===== config.mk =====
export PLATFORM = sky130hd
export DESIGN_NAME = lpc_sideband_flags
export DESIGN_NICKNAME = d
export VERILOG_FILES = /design/src/rtl/lpcsf_pkg.sv /design/src/rtl/lpcsf_pin_sync.sv /design/src/rtl/lpcsf_sticky_flag.sv /design/src/rtl/lpc_sideband_flags.sv
export SDC_FILE = /design/constraint.sdc
export NUM_CORES = 1
export LEC_CHECK = 0
export BUFFER_PORTS_ARGS = -buffer_cell sky130_fd_sc_hd__buf_2
export CAP_MARGIN = 20
export CORE_AREA = 2 2 39 41
export DETAILED_ROUTE_END_ITERATION = 8
export DIE_AREA = 0 0 41 43
export PLACE_DENSITY = 0.7
export SYNTH_ARGS = -nofsm -noshare
export SYNTH_HDL_FRONTEND = slang
export SYNTH_HIERARCHICAL = 1
export SYNTH_SLANG_ARGS = --single-unit
export TNS_END_PERCENT = 10

===== constraint.sdc =====
create_clock -name clk -period 1.1 [get_ports clk]
set_input_delay 0.275 -clock clk [delete_from_list [all_inputs] [get_ports clk]]
set_output_delay 0.275 -clock clk [all_outputs]
set_load 0.03 [all_outputs]

===== src/rtl/lpcsf_pkg.sv =====
package lpcsf_pkg;

    localparam int REG_W     = 8;
    localparam int A20_BIT   = 7;
    localparam int HRST_BIT  = 6;
    localparam int HPD_BIT   = 5;
    localparam int NUM_PINS  = 3;
    localparam int NUM_FLAGS = 2;

    typedef enum int {
        PIN_A20  = 0,
        PIN_HRST = 1,
        PIN_HPD  = 2
    } pin_idx_e;

    typedef enum int {
        FLG_HPD  = 0,
        FLG_HRST = 1
    } flag_idx_e;

    typedef struct packed {
        logic flag;
        logic armed;
    } flag_st_t;

endpackage


===== src/rtl/lpcsf_pin_sync.sv =====
module lpcsf_pin_sync #(
    parameter int STAGES     = 2,
    parameter bit RESETTABLE = 1'b1,
    parameter bit RESET_LVL  = 1'b1
) (
    input  logic clk,
    input  logic rst_n,
    input  logic pin,
    output logic level,
    output logic fall
);

    localparam int LAST = STAGES - 1;

    logic [LAST:0] chain_d, chain_q;
    logic          prev_d, prev_q;

    always_comb begin
        chain_d = {chain_q[LAST-1:0], pin};
        prev_d  = chain_q[LAST];
    end

    generate
        if (RESETTABLE) begin : g_rst_chain
            always_ff @(posedge clk or negedge rst_n) begin
                if (!rst_n) chain_q <= {STAGES{RESET_LVL}};
                else        chain_q <= chain_d;
            end
        end else begin : g_free_chain
            always_ff @(posedge clk) begin
                chain_q <= chain_d;
            end
        end
    endgenerate

    always_ff @(posedge clk or negedge rst_n) begin
        if (!rst_n) prev_q <= RESET_LVL;
        else        prev_q <= prev_d;
    end

    assign level = chain_q[LAST];
    assign fall  = prev_q & ~chain_q[LAST];

endmodule


===== src/rtl/lpcsf_sticky_flag.sv =====
module lpcsf_sticky_flag
    import lpcsf_pkg::*;
(
    input  logic clk,
    input  logic rst_n,
    input  logic standby,
    input  logic set_evt,
    input  logic hw_clr,
    input  logic wr_zero,
    input  logic rd_seen,
    output logic flag
);

    flag_st_t st_d, st_q;

    always_comb begin
        st_d = st_q;
        // arming: a read that returned 1 arms; a write of 0 always disarms
        if (wr_zero)
            st_d.armed = 1'b0;
        else if (rd_seen && st_q.flag)
            st_d.armed = 1'b1;
        // flag: clear sources first, then a set event overrides them
        if (hw_clr || (wr_zero && st_q.armed))
            st_d.flag = 1'b0;
        if (set_evt)
            st_d.flag = 1'b1;
        if (!st_d.flag)
            st_d.armed = 1'b0;
        if (standby)
            st_d = '0;
    end

    always_ff @(posedge clk or negedge rst_n) begin
        if (!rst_n) st_q <= '0;
        else        st_q <= st_d;
    end

    assign flag = st_q.flag;

endmodule


===== src/rtl/lpc_sideband_flags.sv =====
module lpc_sideband_flags
    import lpcsf_pkg::*;
#(
    parameter int SYNC_STAGES = 2
) (
    input  logic             clk,
    input  logic             rst_n,
    input  logic             hw_standby,
    input  logic             gate_a20_pin,
    input  logic             host_rst_n_pin,
    input  logic             host_pd_n_pin,
    input  logic             lpc_sw_reset,
    input  logic             rd_stb,
    input  logic             wr_stb,
    input  logic [REG_W-1:0] wr_data,
    output logic [REG_W-1:0] rd_data,
    output logic             err_irq
);

    localparam int RSVD_W = HPD_BIT;

    logic [NUM_PINS-1:0]  pin_raw;
    logic [NUM_PINS-1:0]  pin_level;
    logic [NUM_PINS-1:0]  pin_fall;
    logic [NUM_FLAGS-1:0] flg_set, flg_hwclr, flg_wr0, flg_q;
    logic                 hrst_fall, hrst_level, hpd_fall;

    assign pin_raw[PIN_A20]  = gate_a20_pin;
    assign pin_raw[PIN_HRST] = host_rst_n_pin;
    assign pin_raw[PIN_HPD]  = host_pd_n_pin;

    generate
        for (genvar p = 0; p < NUM_PINS; p++) begin : g_pin
            lpcsf_pin_sync #(
                .STAGES    (SYNC_STAGES),
                .RESETTABLE(p != PIN_A20),
                .RESET_LVL (1'b1)
            ) i_sync (
                .clk  (clk),
                .rst_n(rst_n),
                .pin  (pin_raw[p]),
                .level(pin_level[p]),
                .fall (pin_fall[p])
            );
        end
    endgenerate

    assign hrst_fall  = pin_fall[PIN_HRST];
    assign hrst_level = pin_level[PIN_HRST];
    assign hpd_fall   = pin_fall[PIN_HPD];

    assign flg_set[FLG_HRST]   = hrst_fall;
    assign flg_set[FLG_HPD]    = hpd_fall;
    assign flg_hwclr[FLG_HRST] = 1'b0;
    assign flg_hwclr[FLG_HPD]  = ~hrst_level | lpc_sw_reset;
    assign flg_wr0[FLG_HRST]   = wr_stb & ~wr_data[HRST_BIT];
    assign flg_wr0[FLG_HPD]    = wr_stb & ~wr_data[HPD_BIT];

    generate
        for (genvar f = 0; f < NUM_FLAGS; f++) begin : g_flag
            lpcsf_sticky_flag i_flag (
                .clk    (clk),
                .rst_n  (rst_n),
                .standby(hw_standby),
                .set_evt(flg_set[f]),
                .hw_clr (flg_hwclr[f]),
                .wr_zero(flg_wr0[f]),
                .rd_seen(rd_stb),
                .flag   (flg_q[f])
            );
        end
    endgenerate

    assign rd_data = {pin_level[PIN_A20], flg_q[FLG_HRST], flg_q[FLG_HPD], {RSVD_W{1'b0}}};
    assign err_irq = |flg_q;

endmodule


==> results of run 1 <==
[power breakdown]
| group | internal (mW) | switching, mW |
|---|---|---|
| clock network | 0.201 | 0.135 |
| registers | 0.468 | 0.00931 |
| logic | 0.0514 | 0.0733 |
[state kept, by name (all words and copies together) (netlist names)]
name and cells:
g_flag.i_flag/flag 2, g_flag.i_flag/st_q 2, g_pin.i_sync/chain_q 6, g_pin.i_sync/prev_q 2
[area by class of cell]
type / instances / area, um2 / area share
clock buffers: 4 / 36.3 / 0.0580
inverters: 2 / 7.51 / 0.0120
multi-input cells: 28 / 150 / 0.240
flip-flops and latches: 12 / 298 / 0.476
well taps: 16 / 20.0 / 0.0320
repair buffers: 17 / 114 / 0.182
[what timing repair did]
item / 4_1_cts / 5_1_grt
hold endpoints to repair: 4 / 0
endpoints found under the setup margin: 3 / 4
pin swaps: 0 / 1
gates resized for setup: 6 / 1
hold buffers: 1 / 0
cloned: 0 / 0
[stage by stage]
step | utilization | power (mW) | area, um2
floorplan | - | 0.571 | 500
global placement | 0.405 | 0.596 | 561
detailed placement | 0.405 | 0.598 | 561
CTS | 0.452 | 0.958 | 626
global route | 0.452 | 0.984 | 626
finish | 0.452 | 0.939 | 626
[cells in the final DEF, fill, tap and decap left out]
| master | count |
|---|---|
| a21oi_1 | 2 |
| a31oi_1 | 2 |
| buf_2 | 11 |
| buf_4 | 2 |
| buf_6 | 3 |
| clkbuf_4 | 3 |
| clkbuf_8 | 1 |
| conb_1 | 6 |
| dfrtp_1 | 4 |
| dfstp_2 | 6 |
| dfxtp_1 | 2 |
| dlygate4sd3_1 | 1 |
| inv_1 | 2 |
| nand2_1 | 4 |
| nand2b_1 | 1 |
| nor2_1 | 4 |
| nor2b_1 | 2 |
| nor2b_4 | 2 |
| o21ai_0 | 3 |
| o21ai_1 | 1 |
| or2_4 | 1 |
[routing by layer]
metal	track usage	wire length [um]	up-vias
li1	-	-	165
met1	0.125	318	156
met2	0.131	364	11
met3	0.0314	41	0
met4	0.0800	0	0
met5	0	0	-
[worst reg2reg max path: cells and delay by family, from the launching register on]
family                 cells  cell delay (ns)
DFF                        1             0.57
and+or+nand+nor            1             0.07
AOI/OAI and AO/OA          2             0.20
buffers and inverters      1             0.07
[path summary, 6_finish.rpt]
check                                      startpoint                          to  slack (ns)  depth (start not counted)
hold reg to reg            g_pin[0].i_sync/chain_q[0]  g_pin[0].i_sync/chain_q[1]        0.33                          0
setup reg to reg           g_pin[1].i_sync/chain_q[1]    g_flag[0].i_flag/st_q[0]        0.12                          4
min in group asynchronous                       rst_n    g_flag[0].i_flag/st_q[0]        0.39                          2
max in group asynchronous                       rst_n      g_pin[2].i_sync/prev_q        0.45                          2
hold / removal                         host_rst_n_pin  g_pin[1].i_sync/chain_q[0]        0.10                          1
setup / recovery                g_flag[1].i_flag/flag                     err_irq       -0.20                          2
==> impl_metrics.json, run 1 <==
{
  "num-fill-cells": 130,
  "die_height_um": 43,
  "outcome": "complete, but fails checks",
  "hpwlAfterDp_um": 572,
  "cap_violations": 0,
  "cp_slowest_cell": "dfrtp_1",
  "hold_ws_ns": 0.105,
  "syn_avg_cell_area_um2": 11.1,
  "cp_cell_sequence": "or2_4 > buf_6",
  "crit_required_ns": 0.82,
  "vias": 332,
  "antenna_found_initial": 0,
  "period_needed_ns": 1.30,
  "drc": 0,
  "drt-pass1-iter-count": 3,
  "post_cts_buffers": 0,
  "rsz0062_at_grt": "yes",
  "fmax_ghz": 0.770,
  "cp_top_family": "flip-flops",
  "die-area_mm2": 0.00176,
  "grt_max_degree": 11,
  "grt_pass1_vias": 255,
  "path_buf_inv": 1,
  "start_util": 0.346,
  "cts.clk_slew.worst_paths_ns": 0.07,
  "hold_viol": 0,
  "final_nets": 81,
  "crit_path_start_kind": "flip-flop",
  "wl_per_cell_um": 9.18,
  "numCtsBuffers": 3,
  "clockRootBuffer": "clkbuf_4",
  "yosysWarnings": 6,
  "gr-total-overflow": 0,
  "track_usage": 0.0987,
  "htree_levels": 1,
  "fin_crit_sh": 1.18,
  "leakage_nw": 0.300,
  "clk_path_buf_depth": 2,
  "skew_ns": 0.00555,
  "worstPathArrival_ns": 1.02,
  "powerDensity_mw_per_mm2": 1500,
  "peakVddDrop_mv": 0.756,
  "chipWidth_um": 41,
  "setup_tns_ns": -0.398,
  "finalSetupViolations": 3,
  "synthCells": 43,
  "wirelength_um": 725,
  "violations": "setup timing",
  "via_per_inst": 4.20,
  "clk_latency_ns": 0.27,
  "slew_violations": 0,
  "syn_to_final_growth_pct": 30.5,
  "worst_setup_path_end_kind": "output port",
  "place_congestion": 0.691,
  "grt_pass1_wl_um": 1090,
  "hp-class": "in -> reg",
  "n_antenna_cell": 0,
  "cts_sinks": 12,
  "initialDrtViolationCount": 2,
  "io_buffer_count": 14,
  "cts_tree": "done",
  "synth_area_um2": 479,
  "critPathMaxStageDelay_ns": 0.38,
  "dp.cells": 74,
  "crit_fanout": 2,
  "antenna_left": 0,
  "fin_ws_ns": -0.199,
  "stdcell_count": 79,
  "io_pins": 26,
  "drive_gt1_frac": 0.460,
  "place_ws_ns": 0.0568,
  "critPathKind": "reg -> out",
  "core_mm2": 0.00138,
  "rows": 14
}
Power figures use the tool's default switching activity.
==> run 2, diff against run 1 <==
--- a/config.mk
+++ b/config.mk
@@ -10,7 +10,7 @@
 export CORE_AREA = 2 2 39 41
 export DETAILED_ROUTE_END_ITERATION = 8
 export DIE_AREA = 0 0 41 43
-export PLACE_DENSITY = 0.7
+export PLACE_DENSITY_LB_ADDON = 0.25
 export SYNTH_ARGS = -nofsm -noshare
 export SYNTH_HDL_FRONTEND = slang
 export SYNTH_HIERARCHICAL = 1
==> run 2 against run 1 <==
Against the previous run: the flow still finishes with violations (setup timing); via count is 0.30% higher; clock skew decreased by 0.0043 ns; combinational power is essentially flat; die area is the same; core utilization increased by 0.81 points; register-to-register slack worse by 0.02 ns; worst hold slack gained 0.0017 ns; power is 0.32% lower; critical path type unchanged; critical endpoint unchanged.
==> impl_metrics.json, run 2 (synthesis results as in run 1) <==
{
  "pwr-share-comb": 0.137,
  "core_mm2": 0.00138,
  "layout_common_cells": "11 x buf_2, 6 x conb_1, 6 x dfstp_2",
  "clk_path_buf_depth": 2,
  "top_register": "g_pin.i_sync/chain_q",
  "vias": 333,
  "switchingPower_mw": 0.212,
  "chipWidth_um": 41,
  "antenna_found_initial": 0,
  "crit_required_ns": 0.82,
  "hp-class": "in -> reg",
  "min-delay-start": "host_rst_n_pin",
  "place_congestion": 0.584,
  "crit_fanout": 2,
  "clk_latency_ns": 0.26,
  "die-area_mm2": 0.00176,
  "hold_viol": 0,
  "num-fill-cells": 138,
  "clkPwrFrac": 0.352,
  "fin_crit_sh": 1.17,
  "fin_ws_ns": -0.189,
  "gr-total-overflow": 0,
  "utilization": 0.460,
  "setup_tns_ns": -0.447,
  "critPathKind": "reg -> out",
  "wl_per_cell_um": 8.69,
  "violations": "setup timing",
  "finalSetupViolations": 3,
  "power_frac_seq": 0.511,
  "antenna_left": 0,
  "peakVddDrop_mv": 0.677,
  "crit_path_start_kind": "flip-flop",
  "fmax_ghz": 0.776,
  "layout_commonest_cell": "buf_2",
  "start_util": 0.346,
  "hpwlAfterDp_um": 553,
  "hold_ws_ns": 0.106,
  "cts.clk_slew.worst_paths_ns": 0.07,
  "worst_setup_path_end_kind": "output port",
  "largest_reg_flops": 6,
  "grt_pass1_vias": 319,
  "leakage_nw": 0.306,
  "cap_violations": 0,
  "n_antenna_cell": 0,
  "reg2regPathDepth": 4,
  "powerDensity_mw_per_mm2": 1470,
  "postLayoutCellArea_um2": 637,
  "swShare": 0.226,
  "die_height_um": 43,
  "htree_levels": 1,
  "period_needed_ns": 1.29,
  "worstPathArrival_ns": 1.01,
  "drive_gt1_frac": 0.469,
  "initialDrtViolationCount": 2,
  "io_pins": 26,
  "slew_violations": 0,
  "rsz0062_at_grt": "yes",
  "grt_pass1_wl_um": 1190,
  "p_int_mw": 0.724,
  "min_path_cells": 1,
  "outcome": "complete, but fails checks",
  "drt-pass1-iter-count": 2,
  "placed_area_um2": 561,
  "regToRegStartpoint": "g_pin[1].i_sync/chain_q[1]",
  "cts_sinks": 12,
  "reg2reg_to": "g_flag[0].i_flag/st_q[0]",
  "cts_tree": "done",
  "wirelength_um": 695,
  "r2r_slack_ns": 0.10,
  "io_buffer_count": 14,
  "drc": 0,
  "syn_to_final_growth_pct": 32.9,
  "grt_max_degree": 11,
  "skew_ns": 0.00122,
  "final_nets": 82,
  "clockRootBuffer": "clkbuf_4",
  "track_usage": 0.107,
  "rows": 14,
  "numCtsBuffers": 3,
  "via_per_inst": 4.16,
  "holdPathEnd": "g_pin[1].i_sync/chain_q[0]",
  "p_total_mw": 0.936
}
-- run 2: final cells by class --
cell class | count | area [um2] | area share
clock buffer | 4 | 36.3 | 0.0570
inverter | 2 | 7.51 | 0.0118
multi-input combinational | 28 | 150 | 0.236
sequential | 12 | 298 | 0.468
tap | 16 | 20.0 | 0.0314
timing repair buffer | 18 | 125 | 0.196
-- run 2: how the worst max path moves through the flow --
| stage | from | to | slack [ns] | depth (start not counted) |
|---|---|---|---|---|
| finish | g_flag[1].i_flag/flag | err_irq | -0.19 | 2 |
| global route | g_flag[1].i_flag/flag | err_irq | -0.22 | 2 |
| CTS | g_flag[0].i_flag/flag | err_irq | -0.21 | 2 |
| detailed placement | g_flag[1].i_flag/flag | err_irq | 0.06 | 2 |
| global placement | g_flag[1].i_flag/flag | err_irq | 0.06 | 2 |
| floorplan | g_flag[1].i_flag/flag | err_irq | 0.003 | 1 |
-- run 2: what timing repair did --
item | in CTS | in global routing
hold buffers | 1 | 0
buffers inserted | 0 | 1
endpoints found under the setup margin | 3 | 3
hold endpoints to repair | 4 | 0
pin swaps | 1 | 1
resized for setup | 7 | 0
-- run 2: power groups by stage --
stage	logic [mW]	clock network (mW)	registers, mW
floorplan	0.0778	0	0.493
global placement	0.112	0	0.485
detailed placement	0.112	0	0.486
CTS	0.126	0.352	0.479
global route	0.143	0.370	0.480
finish	0.128	0.330	0.478
-- run 2: metal layers --
layer	vias to the layer above	routed length (um)	global-route usage	share of wire
li1	166	-	-	-
met1	149	298	0.134	0.43
met2	16	313	0.141	0.45
met3	2	71	0.0314	0.10
met4	0	10	0.100	0.014
met5	-	0	0	0
-- run 2: critical path: stages, from the launching register on --
cell and delay, ns:
dfrtp_1 0.37, or2_4 0.24, buf_6 0.13
-- run 2: through the flow --
step / std cells / worst slack [ns]
2_1_floorplan: 48 / 0.00273
3_3_place_gp: 74 / 0.0563
3_5_place_dp: 74 / 0.0580
4_1_cts: 79 / -0.211
5_1_grt: 80 / -0.223
6_report: 80 / -0.189
